## config.mk

```make
export PLATFORM = sky130hd
export DESIGN_NAME = ecc_rmw_ctrl
export DESIGN_NICKNAME = d
export VERILOG_FILES = /design/src/rtl/ecc_rmw_pkg.sv /design/src/rtl/ecc_rmw_dec.sv /design/src/rtl/ecc_rmw_dp.sv /design/src/rtl/ecc_rmw_ctl.sv /design/src/rtl/ecc_rmw_ctrl.sv
export SDC_FILE = /design/constraint.sdc
export NUM_CORES = 1
export LEC_CHECK = 0
export BUFFER_PORTS_ARGS = -buffer_cell sky130_fd_sc_hd__buf_2
export CORE_MARGIN = 5
export CORE_UTILIZATION = 50
export CTS_CLUSTER_SIZE = 8
export DETAILED_ROUTE_END_ITERATION = 8
export PLACE_DENSITY = 0.77
export SLEW_MARGIN = 30
export SYNTH_ARGS = -nofsm -noshare
export SYNTH_HDL_FRONTEND = slang
export SYNTH_SLANG_ARGS = --single-unit
```

## constraint.sdc

```tcl
create_clock -name clk -period 2.6 [get_ports clk]
set_clock_uncertainty 0.2 [all_clocks]
set_input_delay 0.26 -clock clk [delete_from_list [all_inputs] [get_ports clk]]
set_output_delay 0.26 -clock clk [all_outputs]
set_load 0.1 [all_outputs]
```

## src/rtl/ecc_rmw_pkg.sv

```systemverilog
package ecc_rmw_pkg;
  localparam int DataW    = 64;
  localparam int CheckW   = 8;
  localparam int CodeW    = DataW + CheckW;
  localparam int ByteW    = 8;
  localparam int NumBytes = DataW / ByteW;

  typedef logic [DataW-1:0][CheckW-1:0] hMat_t;

  // Strobes from control to datapath
  typedef struct packed {
    logic capture;    // register the incoming command
    logic latchOld;   // keep the repaired old word for merging
    logic rspRead;    // load read response from decoder
    logic rspWrite;   // load completed-write response
    logic rspAbort;   // load abandoned-write response
  } ctlStrobe_t;

  typedef enum logic [2:0] {StIdle, StRead, StCheck, StWrite, StResp} ctlState_t;

  // Weight-3 values in ascending order, then the smallest weight-5 values
  function automatic hMat_t buildMat();
    hMat_t m;
    int n;
    m = '0;
    n = 0;
    for (int w = 3; w <= 5; w += 2) begin
      for (int v = 1; v < 256; v++) begin
        if ($countones(v[7:0]) == w) begin
          if (n < DataW) m[n] = v[7:0];
          n++;
        end
      end
    end
    return m;
  endfunction

  localparam hMat_t HMat = buildMat();

  function automatic logic [CheckW-1:0] calcCheck(logic [DataW-1:0] d);
    logic [CheckW-1:0] c;
    c = '0;
    for (int i = 0; i < DataW; i++) begin
      if (d[i]) c = c ^ HMat[i];
    end
    return c;
  endfunction
endpackage

```

## src/rtl/ecc_rmw_dec.sv

```systemverilog
module ecc_rmw_dec
  import ecc_rmw_pkg::*;
(
  input  logic [CodeW-1:0] codeIn,
  output logic [DataW-1:0] dataFix,
  output logic             isCorrected,
  output logic             isUncorr
);
  logic [CheckW-1:0] syndrome;
  logic [DataW-1:0]  hitBit;
  logic              checkHit;

  assign syndrome = calcCheck(codeIn[DataW-1:0]) ^ codeIn[CodeW-1:DataW];

  for (genvar i = 0; i < DataW; i++) begin : g_hit
    assign hitBit[i] = (syndrome == HMat[i]);
  end

  assign checkHit    = $onehot(syndrome);
  assign dataFix     = codeIn[DataW-1:0] ^ hitBit;
  assign isCorrected = (|hitBit) | checkHit;
  assign isUncorr    = (syndrome != '0) && !isCorrected;
endmodule

```

## src/rtl/ecc_rmw_dp.sv

```systemverilog
module ecc_rmw_dp
  import ecc_rmw_pkg::*;
#(
  parameter int ADDR_W = 10
) (
  input  logic                clk,
  input  logic                rstN,
  input  ctlStrobe_t          strobe,
  input  logic [ADDR_W-1:0]   reqAddr,
  input  logic [DataW-1:0]    reqWData,
  input  logic [NumBytes-1:0] reqMask,
  input  logic [CodeW-1:0]    memRdData,
  output logic [ADDR_W-1:0]   memAddr,
  output logic [CodeW-1:0]    memWrData,
  output logic                decUncorr,
  output logic [DataW-1:0]    rspRdata,
  output logic                rspCorrected,
  output logic                rspUncorr
);
  logic [ADDR_W-1:0]   addrQ;
  logic [DataW-1:0]    wdataQ;
  logic [NumBytes-1:0] maskQ;
  logic [DataW-1:0]    oldFixQ;
  logic                oldCorrQ;
  logic [DataW-1:0]    decData;
  logic                decCorr;
  logic [DataW-1:0]    mergedData;

  ecc_rmw_dec u_dec (
    .codeIn      (memRdData),
    .dataFix     (decData),
    .isCorrected (decCorr),
    .isUncorr    (decUncorr)
  );

  for (genvar b = 0; b < NumBytes; b++) begin : g_merge
    assign mergedData[b*ByteW +: ByteW] = maskQ[b] ? wdataQ[b*ByteW +: ByteW]
                                                   : oldFixQ[b*ByteW +: ByteW];
  end

  assign memAddr   = addrQ;
  assign memWrData = {calcCheck(mergedData), mergedData};

  always_ff @(posedge clk or negedge rstN) begin
    if (!rstN) begin
      addrQ    <= '0;
      wdataQ   <= '0;
      maskQ    <= '0;
      oldFixQ  <= '0;
      oldCorrQ <= 1'b0;
    end else begin
      if (strobe.capture) begin
        addrQ    <= reqAddr;
        wdataQ   <= reqWData;
        maskQ    <= reqMask;
        oldCorrQ <= 1'b0;
      end
      if (strobe.latchOld) begin
        oldFixQ  <= decData;
        oldCorrQ <= decCorr;
      end
    end
  end

  always_ff @(posedge clk or negedge rstN) begin
    if (!rstN) begin
      rspRdata     <= '0;
      rspCorrected <= 1'b0;
      rspUncorr    <= 1'b0;
    end else if (strobe.rspRead) begin
      rspRdata     <= decData;
      rspCorrected <= decCorr;
      rspUncorr    <= decUncorr;
    end else if (strobe.rspWrite) begin
      rspRdata     <= '0;
      rspCorrected <= oldCorrQ;
      rspUncorr    <= 1'b0;
    end else if (strobe.rspAbort) begin
      rspRdata     <= '0;
      rspCorrected <= 1'b0;
      rspUncorr    <= 1'b1;
    end
  end

  AST_ONE_RSP_SRC: assert property (@(posedge clk) disable iff (!rstN) $onehot0({strobe.rspRead, strobe.rspWrite, strobe.rspAbort})) else $error("response sources overlap");
  AST_ABORT_FLAGS: assert property (@(posedge clk) disable iff (!rstN) strobe.rspAbort |=> rspUncorr && !rspCorrected && (rspRdata == '0));
endmodule

```

## src/rtl/ecc_rmw_ctl.sv

```systemverilog
module ecc_rmw_ctl
  import ecc_rmw_pkg::*;
(
  input  logic                clk,
  input  logic                rstN,
  input  logic                reqValid,
  input  logic                reqWrite,
  input  logic [NumBytes-1:0] reqMask,
  input  logic                decUncorr,
  output logic                reqReady,
  output ctlStrobe_t          strobe,
  output logic                memRdEn,
  output logic                memWrEn,
  output logic                rspValid
);
  ctlState_t stateQ, stateNext;
  logic      isWriteQ;
  logic      accept;
  logic      fullMask;

  assign accept   = reqValid && (stateQ == StIdle);
  assign fullMask = &reqMask;

  always_comb begin
    stateNext = stateQ;
    strobe    = '0;
    reqReady  = 1'b0;
    memRdEn   = 1'b0;
    memWrEn   = 1'b0;
    rspValid  = 1'b0;
    unique case (stateQ)
      StIdle: begin
        reqReady = 1'b1;
        if (reqValid) begin
          strobe.capture = 1'b1;
          stateNext = (reqWrite && fullMask) ? StWrite : StRead;
        end
      end
      StRead: begin
        memRdEn   = 1'b1;
        stateNext = StCheck;
      end
      StCheck: begin
        if (!isWriteQ) begin
          strobe.rspRead = 1'b1;
          stateNext = StResp;
        end else if (decUncorr) begin
          strobe.rspAbort = 1'b1;
          stateNext = StResp;
        end else begin
          strobe.latchOld = 1'b1;
          stateNext = StWrite;
        end
      end
      StWrite: begin
        memWrEn         = 1'b1;
        strobe.rspWrite = 1'b1;
        stateNext       = StResp;
      end
      StResp: begin
        rspValid  = 1'b1;
        stateNext = StIdle;
      end
      default: stateNext = StIdle;
    endcase
  end

  always_ff @(posedge clk or negedge rstN) begin
    if (!rstN) begin
      stateQ   <= StIdle;
      isWriteQ <= 1'b0;
    end else begin
      stateQ <= stateNext;
      if (accept) isWriteQ <= reqWrite;
    end
  end

  AST_RDWR_EXCL: assert property (@(posedge clk) disable iff (!rstN) !(memRdEn && memWrEn));
  AST_FULL_NO_READ: assert property (@(posedge clk) disable iff (!rstN) (accept && reqWrite && fullMask) |=> memWrEn && !memRdEn);
  AST_PARTIAL_READS: assert property (@(posedge clk) disable iff (!rstN) (accept && reqWrite && !fullMask) |=> memRdEn && !memWrEn);
  AST_ABORT_NO_WRITE: assert property (@(posedge clk) disable iff (!rstN) (stateQ == StCheck && isWriteQ && decUncorr) |=> !memWrEn && rspValid);
  AST_RSP_PULSE: assert property (@(posedge clk) disable iff (!rstN) rspValid |=> !rspValid && reqReady);
  AST_BUSY_NOT_READY: assert property (@(posedge clk) disable iff (!rstN) (memRdEn || memWrEn || rspValid) |-> !reqReady);
endmodule

```

## src/rtl/ecc_rmw_ctrl.sv

```systemverilog
module ecc_rmw_ctrl
  import ecc_rmw_pkg::*;
#(
  parameter int ADDR_W = 10
) (
  input  logic                clk,
  input  logic                rstN,
  input  logic                reqValid,
  output logic                reqReady,
  input  logic                reqWrite,
  input  logic [ADDR_W-1:0]   reqAddr,
  input  logic [DataW-1:0]    reqWData,
  input  logic [NumBytes-1:0] reqMask,
  output logic                rspValid,
  output logic [DataW-1:0]    rspRdata,
  output logic                rspCorrected,
  output logic                rspUncorr,
  output logic                memRdEn,
  output logic                memWrEn,
  output logic [ADDR_W-1:0]   memAddr,
  output logic [CodeW-1:0]    memWrData,
  input  logic [CodeW-1:0]    memRdData
);
  ctlStrobe_t strobe;
  logic       decUncorr;

  ecc_rmw_ctl u_ctl (
    .clk       (clk),
    .rstN      (rstN),
    .reqValid  (reqValid),
    .reqWrite  (reqWrite),
    .reqMask   (reqMask),
    .decUncorr (decUncorr),
    .reqReady  (reqReady),
    .strobe    (strobe),
    .memRdEn   (memRdEn),
    .memWrEn   (memWrEn),
    .rspValid  (rspValid)
  );

  ecc_rmw_dp #(.ADDR_W(ADDR_W)) u_dp (
    .clk          (clk),
    .rstN         (rstN),
    .strobe       (strobe),
    .reqAddr      (reqAddr),
    .reqWData     (reqWData),
    .reqMask      (reqMask),
    .memRdData    (memRdData),
    .memAddr      (memAddr),
    .memWrData    (memWrData),
    .decUncorr    (decUncorr),
    .rspRdata     (rspRdata),
    .rspCorrected (rspCorrected),
    .rspUncorr    (rspUncorr)
  );

  AST_FLAG_CLASH: assert property (@(posedge clk) disable iff (!rstN) rspValid |-> !(rspCorrected && rspUncorr));
endmodule

```

==> reports/qor.csv <==
metric,value,unit
run_status,"finished, violations left",
failed_checks,negative setup slack,
tightest_slew,784,ps
post-dp-hpwl,40000,µm
firstDrtPassIters,8,
path_max_fanout,8,
period_minus_slack,5450,ps
timing.final.ws_setup,-2850,ps
maxSlewViolCount,0,
synth.top_cells.by_area,"dfrtp_1 (40%), xnor2_1 (14%), mux2i_1 (9.1%), mux2_2 (7.0%), xor2_1 (6.2%)",
drc,0,
port_buffers,309,
drive_above_1_share,0.520,
fin_area,22600,µm²
synth_cell_types,61,
antenna_left,0,
fin_crit_sh,2.10,
arrival,5670,ps
syn_nets,1414,
antenna_found_initial,7,
drtIter0Drc,1847,
yosysTopAreaCell,dfrtp_1,
ys_seq_elements,217,
vias,14545,
cp_slowest_cell,fa_1,
wl_per_cell,30.3,µm
synth_ff_type,dfrtp_1,
dpl-instance-area,18800,µm²
clkSinkCount,217,
worstSetupStartpointType,input port,
root_buffer,clkbuf_16,
numCtsBuffers,31,
clock_path_buffers,3,
cp_common_cell,fa_1,
num_rows,60,
syn_to_final_growth,65.9,%
path_clk_slew,60,ps
maxCapViolations,0,
grt_max_degree,86,
hold_path_class,in2reg,
path_buf_inv,5,
routed_wl,72000,µm
via_per_inst,6.12,
grt_pass1_vias,14390,
fp.dieH,175,µm
ys_seq_area_frac,0.399,
syn_avg_cell_area,10.9,µm²
rsz0062_at_grt,true,
die_w,175,µm
pin_count,310,
nFillCells,1214,
cts_tree,done,
final_nets,2200,
synth_edf_count,0,
slew_headroom,0.477,
synth_area,13600,µm²
async_flop_share,1.00,
crit_path_end_kind,flop,
layout_commonest_cell,buf_4,
fp.coreArea,26900,µm²
hp-start,memRdData[0],
mostFrequentLayoutCells,"buf_4 (366), buf_2 (286), dfrtp_1 (210)",
synthCells,1245,
fmax,183,MHz
initial_core_util,0.506,
hold_viol_final,0,
max_stage_delay,530,ps
track_usage,0.387,
worst-endpoint-required,2820,ps
grt_pass1_wl,90300,µm
h-tree-depth,1,
die_area,30600,µm²
critPathLaunch,memRdData[57],
cp_top_family,adder cells,
final_core_util,0.839,
yosysWarnings,0,
post-place-ws,-3420,ps
clk_latency,550,ps
rr_startpoint,u_ctl.stateQ[1]$_DFFE_PN0P_,
setup_viol,158,
post-synth-top-area-fraction,0.399,
gp_congestion,0.963,
worstSetupPathType,in2reg,
grt_overflow,0,
path_cells,buf_2 -> xnor3_1 -> xnor2_1 -> xnor3_1 -> xor2_2 -> fa_1 -> fa_1 -> fa_1 -> ha_2 -> inv_2 -> fa_2 -> mux2_4 -> a32oi_2 -> o21ai_2 -> nor4_4 -> nor4b_4 -> buf_4 -> nor3_4 -> buf_12 -> clkbuf_16 -> mux2i_1,
==> final timing paths <==
check                                                      to  slack (ps)  cells past startpoint
min in group asynchronous          u_dp.wdataQ[3]$_DFFE_PN0P_          90                      2
worst max register to register    u_dp.wdataQ[22]$_DFFE_PN0P_         260                      4
worst min-delay path             u_dp.rspRdata[0]$_DFFE_PN0P_           5                      4
max in group asynchronous           u_dp.maskQ[1]$_DFFE_PN0P_        1250                      3
worst max-delay path             u_dp.oldFixQ[60]$_DFFE_PN0P_       -2850                     21
worst min register to register  u_dp.rspRdata[34]$_DFFE_PN0P_         280                      1
==> flip-flops by register name, summed over array words and instances, names as in the netlist, 3 cells and up <==
register,count
u_dp.wdataQ,64
u_dp.rspRdata,64
u_dp.oldFixQ,64
u_dp.memAddr,10
u_ctl.stateQ,3
u_dp.maskQ,8
==> worst min-delay path: stages <==
cell       delay, ps
buf_2            110
buf_4            130
xor2_1           100
o2bb2ai_1        120
==> synth_stat cells, drive strengths merged, types with 2 or more instances <==
library cell / number
nor4: 6
o2bb2ai: 65
clkbuf: 42
a32o: 2
nor3b: 2
or2: 8
inv: 137
or3: 2
xnor3: 18
o21ai: 13
nor4b: 3
o211ai: 8
a31oi: 2
buf: 23
nor2b: 2
nand3b: 2
nand2: 33
xnor2: 217
nand4: 11
fa: 4
nand2b: 3
nand3: 43
nor2: 12
a211oi: 2
dfrtp: 217
nor3: 14
and2: 6
mux2i: 124
o2111ai: 2
mux2: 84
o21a: 3
o22a: 2
a21oi: 7
and3: 6
xor2: 98
ha: 7
a22oi: 2
==> area by class of cell <==
class	count	area (µm²)	share of cell area
antenna	5	12.5	0.000555
clock buffer	33	803	0.0356
clock inverter	1	5.00	0.000222
inverter	137	529	0.0235
multi-input combinational	826	9040	0.401
sequential	217	5440	0.241
tap	341	427	0.0189
timing repair buffer	818	6300	0.279
==> logic make-up after synthesis <==
group | after synthesis | share of synthesized area
XOR/XNOR | 334 | 0.238
buffers and inverters | 202 | 0.0593
adder cells (fa/ha/maj) | 11 | 0.0123
AND/OR/NAND/NOR | 156 | 0.0621
multiplexers | 208 | 0.161
AO/OA/AOI/OAI | 117 | 0.0683
flip-flops | 217 | 0.399
==> metrics by stage <==
step / TNS [ps] / cells / hold slack [ps]
2_1_floorplan: -385060 / 1245 / -236
3_3_place_gp: -432120 / 2202 / 148
3_5_place_dp: -443560 / 2202 / 148
4_1_cts: -358960 / 2351 / 1.11
5_1_grt: -399930 / 2375 / 38.3
6_report: -372340 / 2378 / 4.65
==> what timing repair did <==
action                                  in CTS  in global routing
endpoints found under the setup margin     148                153
resized for setup                          123                114
cloned                                       5                  7
setup buffers                               26                 15
pin swaps                                   50                 28
hold endpoints to repair                   166                  0
hold buffers                                89                  0
==> metal layers <==
layer | track usage | share of wire | vias to the layer above
met1 | 0.470 | 0.33 | 6954
met3 | 0.0612 | 0.11 | 526
met5 | 0 | 0.00033 | -
li1 | - | - | 5728
met4 | 0.190 | 0.10 | 4
met2 | 0.671 | 0.45 | 1333
Power is not shown: default switching activity piles up to over one toggle a cycle in this logic, so the estimate is an artifact.
